**src/rtl/osct_pkg.sv**
```systemverilog
package osct_pkg;
   // Default geometry of the capture timer
   localparam int unsigned CNT_W_DEF     = 16;
   localparam int unsigned DIV_LOG2_DEF  = 3;
   localparam int unsigned SLOW_DIV_DEF  = 12;
   localparam int unsigned SYNC_DEF      = 2;

   typedef enum logic {
      TICK_SLOW = 1'b0,
      TICK_FAST = 1'b1
   } tick_mode_e;
endpackage

```
**src/rtl/osct_sync.sv**
```systemverilog
module osct_sync #(
   parameter int unsigned STAGES = 2
) (
   input  logic clk,
   input  logic rst_n,
   input  logic async_i,
   output logic sync_o
);
   generate
      if (STAGES < 2) begin : g_bad_stages
         $error("osct_sync: STAGES must be at least 2");
      end
   endgenerate

   logic [STAGES-1:0] chain_q;

   generate
      for (genvar g = 0; g < STAGES; g++) begin : g_stage
         if (g == 0) begin : g_first
            always_ff @(posedge clk or negedge rst_n) begin
               if (!rst_n) chain_q[g] <= 1'b0;
               else        chain_q[g] <= async_i;
            end
         end else begin : g_next
            always_ff @(posedge clk or negedge rst_n) begin
               if (!rst_n) chain_q[g] <= 1'b0;
               else        chain_q[g] <= chain_q[g-1];
            end
         end
      end
   endgenerate

   assign sync_o = chain_q[STAGES-1];
endmodule

```
**src/rtl/osct_edge_div.sv**
```systemverilog
module osct_edge_div #(
   parameter int unsigned DIV_LOG2 = 3
) (
   input  logic clk,
   input  logic rst_n,
   input  logic sync_i,
   output logic cap_evt_o
);
   generate
      if (DIV_LOG2 < 1) begin : g_bad_div
         $error("osct_edge_div: DIV_LOG2 must be at least 1");
      end
   endgenerate

   localparam logic [DIV_LOG2-1:0] DIV_LAST = '1;

   logic                sync_d_q;
   logic                rise;
   logic [DIV_LOG2-1:0] div_q;

   assign rise      = sync_i & ~sync_d_q;
   // divided clock MSB falls when the counter leaves its last state
   assign cap_evt_o = rise && (div_q == DIV_LAST);

   always_ff @(posedge clk or negedge rst_n) begin
      if (!rst_n) begin
         sync_d_q <= 1'b0;
         div_q    <= '0;
      end else begin
         sync_d_q <= sync_i;
         if (rise) div_q <= div_q + 1'b1;
      end
   end


   evt_gap_chk: assert property (@(posedge clk) disable iff (!rst_n)
      cap_evt_o |=> !cap_evt_o);


   div_hold_chk: assert property (@(posedge clk) disable iff (!rst_n)
      !rise |=> $stable(div_q));
endmodule

```
**src/rtl/osct_tick.sv**
```systemverilog
module osct_tick #(
   parameter int unsigned SLOW_DIV = 12
) (
   input  logic clk,
   input  logic rst_n,
   input  logic fast_i,
   output logic tick_o
);
   generate
      if (SLOW_DIV < 1) begin : g_bad_slow
         $error("osct_tick: SLOW_DIV must be at least 1");
      end
   endgenerate

   generate
      if (SLOW_DIV == 1) begin : g_no_presc
         assign tick_o = 1'b1;
      end else begin : g_presc
         localparam int unsigned PW = $clog2(SLOW_DIV);
         localparam logic [PW-1:0] PLAST = PW'(SLOW_DIV - 1);
         logic [PW-1:0] presc_q;

         always_ff @(posedge clk or negedge rst_n) begin
            if (!rst_n)               presc_q <= '0;
            else if (presc_q == PLAST) presc_q <= '0;
            else                       presc_q <= presc_q + 1'b1;
         end

         assign tick_o = fast_i | (presc_q == PLAST);


         slow_gap_chk: assert property (@(posedge clk) disable iff (!rst_n)
            (tick_o && !fast_i) |=> (!tick_o || fast_i));
      end
   endgenerate
endmodule

```
**src/rtl/osc_capture_timer.sv**
```systemverilog
module osc_capture_timer
   import osct_pkg::*;
#(
   parameter int unsigned CNT_W    = CNT_W_DEF,
   parameter int unsigned DIV_LOG2 = DIV_LOG2_DEF,
   parameter int unsigned SLOW_DIV = SLOW_DIV_DEF,
   parameter int unsigned SYNC_STG = SYNC_DEF
) (
   input  logic             clk,
   input  logic             rst_n,
   input  logic             ext_clk_i,
   input  logic             cap_en_i,
   input  logic             fast_tick_i,
   input  logic             flag_clr_i,
   output logic [CNT_W-1:0] cap_val_o,
   output logic             cap_flag_o,
   output logic             irq_o
);
   generate
      if (CNT_W < 2) begin : g_bad_width
         $error("osc_capture_timer: CNT_W must be at least 2");
      end
   endgenerate

   localparam logic [CNT_W-1:0] CNT_TOP = '1;

   logic             ext_sync;
   logic             cap_evt;
   logic             tick;
   logic             cap_hit;
   logic [CNT_W-1:0] cnt_q;
   logic [CNT_W-1:0] cap_q;
   logic             flag_q;

   osct_sync #(.STAGES(SYNC_STG)) u_sync (
      .clk     (clk),
      .rst_n   (rst_n),
      .async_i (ext_clk_i),
      .sync_o  (ext_sync)
   );

   osct_edge_div #(.DIV_LOG2(DIV_LOG2)) u_div (
      .clk       (clk),
      .rst_n     (rst_n),
      .sync_i    (ext_sync),
      .cap_evt_o (cap_evt)
   );

   osct_tick #(.SLOW_DIV(SLOW_DIV)) u_tick (
      .clk    (clk),
      .rst_n  (rst_n),
      .fast_i (fast_tick_i),
      .tick_o (tick)
   );

   assign cap_hit = cap_evt & cap_en_i;

   // free-running counter, reloads from the capture register on wrap
   always_ff @(posedge clk or negedge rst_n) begin
      if (!rst_n)                      cnt_q <= '0;
      else if (tick && cnt_q == CNT_TOP) cnt_q <= cap_q;
      else if (tick)                   cnt_q <= cnt_q + 1'b1;
   end

   always_ff @(posedge clk or negedge rst_n) begin
      if (!rst_n)       cap_q <= '0;
      else if (cap_hit) cap_q <= cnt_q;
   end

   // set dominates clear
   always_ff @(posedge clk or negedge rst_n) begin
      if (!rst_n)          flag_q <= 1'b0;
      else if (cap_hit)    flag_q <= 1'b1;
      else if (flag_clr_i) flag_q <= 1'b0;
   end

   assign cap_val_o  = cap_q;
   assign cap_flag_o = flag_q;
   assign irq_o      = flag_q;


   flag_set_chk: assert property (@(posedge clk) disable iff (!rst_n)
      cap_hit |=> cap_flag_o);


   flag_hold_chk: assert property (@(posedge clk) disable iff (!rst_n)
      (cap_flag_o && !flag_clr_i) |=> cap_flag_o);


   flag_win_chk: assert property (@(posedge clk) disable iff (!rst_n)
      (cap_hit && flag_clr_i) |=> cap_flag_o);


   cap_load_chk: assert property (@(posedge clk) disable iff (!rst_n)
      cap_hit |=> (cap_val_o == $past(cnt_q)));


   cap_idle_chk: assert property (@(posedge clk) disable iff (!rst_n)
      !cap_hit |=> $stable(cap_val_o));


   cnt_run_chk: assert property (@(posedge clk) disable iff (!rst_n)
      (tick && cnt_q != CNT_TOP) |=> (cnt_q == CNT_W'($past(cnt_q) + 1'b1)));


   cnt_wrap_chk: assert property (@(posedge clk) disable iff (!rst_n)
      (tick && cnt_q == CNT_TOP) |=> (cnt_q == $past(cap_q)));


   cnt_hold_chk: assert property (@(posedge clk) disable iff (!rst_n)
      !tick |=> $stable(cnt_q));
endmodule

```
**config.mk**
```make
export PLATFORM = sky130hd
export DESIGN_NAME = osc_capture_timer
export DESIGN_NICKNAME = d
export VERILOG_FILES = /design/src/rtl/osct_pkg.sv /design/src/rtl/osct_sync.sv /design/src/rtl/osct_edge_div.sv /design/src/rtl/osct_tick.sv /design/src/rtl/osc_capture_timer.sv
export SDC_FILE = /design/constraint.sdc
export NUM_CORES = 1
export LEC_CHECK = 0
export ABC_AREA = 1
export BUFFER_PORTS_ARGS = -buffer_cell sky130_fd_sc_hd__buf_4
export CORE_MARGIN = 8
export CORE_UTILIZATION = 45
export DETAILED_ROUTE_END_ITERATION = 12
export HOLD_SLACK_MARGIN = 0.08
export PLACE_DENSITY = 0.65
export SETUP_SLACK_MARGIN = 0.4
export SYNTH_ARGS = -nofsm -noshare
export SYNTH_HDL_FRONTEND = slang
export SYNTH_HIERARCHICAL = 1
export SYNTH_SLANG_ARGS = --single-unit
```
**constraint.sdc**
```tcl
create_clock -name clk -period 2.6 [get_ports clk]
set_input_delay 0.13 -clock clk [delete_from_list [all_inputs] [get_ports clk]]
set_output_delay 0.13 -clock clk [all_outputs]
set_load 0.03 [all_outputs]
```
==> key figures <==
Status
  • Status: finished, final reports clean

Critical path
  • Critical Path End Type: flip-flop
  • Critical Path AT: 2.17 ns
  • Startpoint types: flip-flop
  • Crit path required time: 2.81 ns
  • Critical setup path kind: reg -> reg
  • Crit Path Max Fanout: 11

Floorplanning
  • Core Area: 4786 sq um
  • Width of the die: 86.77 um
  • Die area: 7528 sq um
  • Initial Util: 0.4708
  • Row cnt: 25
  • Top Ports: 24
  • Die height: 86.77 um

Layout
  • Fillers: 460
  • Nets: 330
  • Storage cell area: 1076 sq um
  • Area taken by multi-input logic gates: 965.9 sq um
  • Layout overhead on the synthesized area: 14.71%
  • Ant diodes: 0
  • Commonest non-fill, non-tap cell in the layout: nand2_1
  • Final cell count without fillers: 388
  • Share of layout cells above drive strength 1: 0.1495
  • Commonest cells after routing, fill and taps aside: nand2_1, dfrtp_1, inv_1, nand3_1, buf_4

Timing
  • Max_slew headroom: 0.6404
  • Fmax: 511.1 MHz
  • Final-report setup violation count: 0
  • Period utilization: 0.7525
  • Final Hold Vio Count: 0
  • Unrepaired setup endpoints after global routing: false
  • Pins Over Slew Limit: 0
  • Slew of the pin with the lowest slew margin: 0.5394 ns
  • Clock skew: 0.006909 ns
  • Total Neg Setup Slack: 0 ns
  • Post-route minimum period: 1.957 ns

CTS
  • H-Tree Depth: 2
  • CTS tree: built
  • CTS root buf: clkbuf_8
  • CTS Buf Count: 5
  • Cts hold-fix bufs: 3
  • Setup bufs post-CTS: 0
  • Worst-path clk slew: 0.08 ns
  • Clk_lat worst skew: 0.29 ns
  • PostCTS Resize Cnt: 0
  • CTS sink count: 43
  • Max clock buf depth: 2

Detailed routing
  • Via count: 1,873
  • First DRT Iteration DRCs: 72
  • Via density: 4.827
  • DRC viols: 0
  • Post-DR wirelength/cell: 11.93 um
  • Initial DRT Pass Iterations: 4
  • Post-Route WL: 4628 um
  • Routed Antenna Nets: 0

Global routing
  • Initial antenna violation count: 0
  • Vias in the first global route: 1,848
  • Global-route usage over all layers: 0.1367
  • Global-route wire length before repair: 8355 um
  • Largest net degree at the start of global routing: 44
  • Total gr overflow: 0

Synthesis
  • Post-synth cell types: 24
  • Seq/Total Area, Yosys: 0.4775
  • Mapped Cells: 294
  • Register bit total from synthesis: 43
  • Syn nets: 304
  • Mean Syn Cell Area: 7.665 sq um
  • Ys Warns: 6
  • Mapped cell area: 2253 sq um

Power
  • Pwr Total: 1.858 mW
  • Peak VDD IR: 0.3726 mV
  • Power per cell area: 718.9 nW/um^2
  • P_leak: 1.280 nW

Place
  • Count of input and output buffers: 23
  • Cells after DPL: 377
  • Routability Congestion: 0.7996
  • HPWL Detailed: 3364 um

Flow run
  • Max capacitance violation total: 0

Hold path
  • Min-Delay Path Class: in -> reg
-- final cells by class --
cell class | instances | share of cell area
tap | 67 | 0.03243
multi-input combinational | 201 | 0.3737
inverter | 40 | 0.05808
timing repair buffer | 29 | 0.08712
clock buffer | 5 | 0.02662
sequential | 43 | 0.4163
clock inverter | 3 | 0.005808
-- critical path, stage by stage (launching register included) --
cell	delay, ns
dfrtp_1	0.39
ha_1	0.21
nand3_1	0.12
nand2_1	0.10
nand3_1	0.08
nor2_1	0.13
nand3_1	0.35
inv_1	0.25
nand2_1	0.06
a21boi_0	0.17
-- worst paths after layout --
check	from	endpoint	slack (ns)	cells after the start
worst max-delay path	u_tick/g_presc.presc_q[0]	cnt_q[6]	0.64	9
worst min-delay path	cap_en_i	cap_flag_o	0.30	3
worst max register to register	u_tick/g_presc.presc_q[0]	cnt_q[6]	0.64	9
worst min register to register	u_sync/chain_q[0]	u_sync/sync_o	0.36	0
max in group asynchronous	rst_n	cnt_q[11]	1.87	2
min in group asynchronous	rst_n	u_div/div_q[2]	0.36	2
-- metal layers --
| layer | up-vias | routed length [um] | GRT usage |
|---|---|---|---|
| li1 | 975 | - | - |
| met1 | 864 | 2295 | 0.1720 |
| met2 | 29 | 2094 | 0.2271 |
| met3 | 5 | 193 | 0.03308 |
| met4 | 0 | 44 | 0.03599 |
| met5 | - | 0 | 0 |
-- logic make-up (layout without fill, tap and decap cells) --
group                      Yosys count  count (layout)  share of synthesized area
AOI/OAI and AO/OA                   25              25                    0.05664
DFF                                 43              43                     0.4775
and+or+nand+nor                    168             168                     0.3320
muxes                                2               2                   0.009994
buffers and inverters               50              77                    0.09384
adders and majority gates            4               4                    0.02221
xor gates and xnor gates             2               2                   0.007775
-- power breakdown --
part           switching [mW]  internal, mW
logic                   0.314         0.199
registers               0.136         0.800
clock network           0.224         0.184
-- Yosys cell counts --
cell      number  area, sq um
nand3b_1       5        37.54
buf_2          1        5.000
buf_6          1        11.26
nor2_2         3        18.77
nand3_2        1        10.01
nor2_1        17        63.81
a21oi_1        4        20.02
o21ai_0       16        80.08
inv_2          2        7.510
ha_1           4        50.05
dfrtp_1       43         1076
nor3_1         1        5.000
xor2_1         2        17.52
nand2_2        4        25.02
buf_4          4        30.03
a21boi_0       1        7.510
mux2_2         2        22.52
nand2_1       93        349.1
nand3_1       37        185.2
o21ai_1        4        20.02
clkbuf_1       4        15.01
nand4_1        5        31.28
inv_1         38        142.6
nor2_4         2        22.52
-- flip-flops by register name, indices dropped and copies added (netlist names) --
name,cells
u_div/sync_d_q,1
u_sync/sync_o,1
cap_flag_o,1
u_tick/g_presc.presc_q,4
u_sync/chain_q,1
cap_val_o,16
u_div/div_q,3
cnt_q,16
-- through the flow --
stage               area [sq um]  setup WS (ns)  utilization  hold WS, ns
finish                      2585         0.6434       0.5401       0.3026
global route                2585         0.4723       0.5401       0.3718
CTS                         2585         0.6454       0.5401       0.3166
detailed placement          2471         0.6406       0.5163       0.1590
global placement            2471         0.7749       0.5163       0.1578
floorplan                   2253         0.9386            -      -0.1656
No activity file was read; power rests on OpenSTA's default activity.
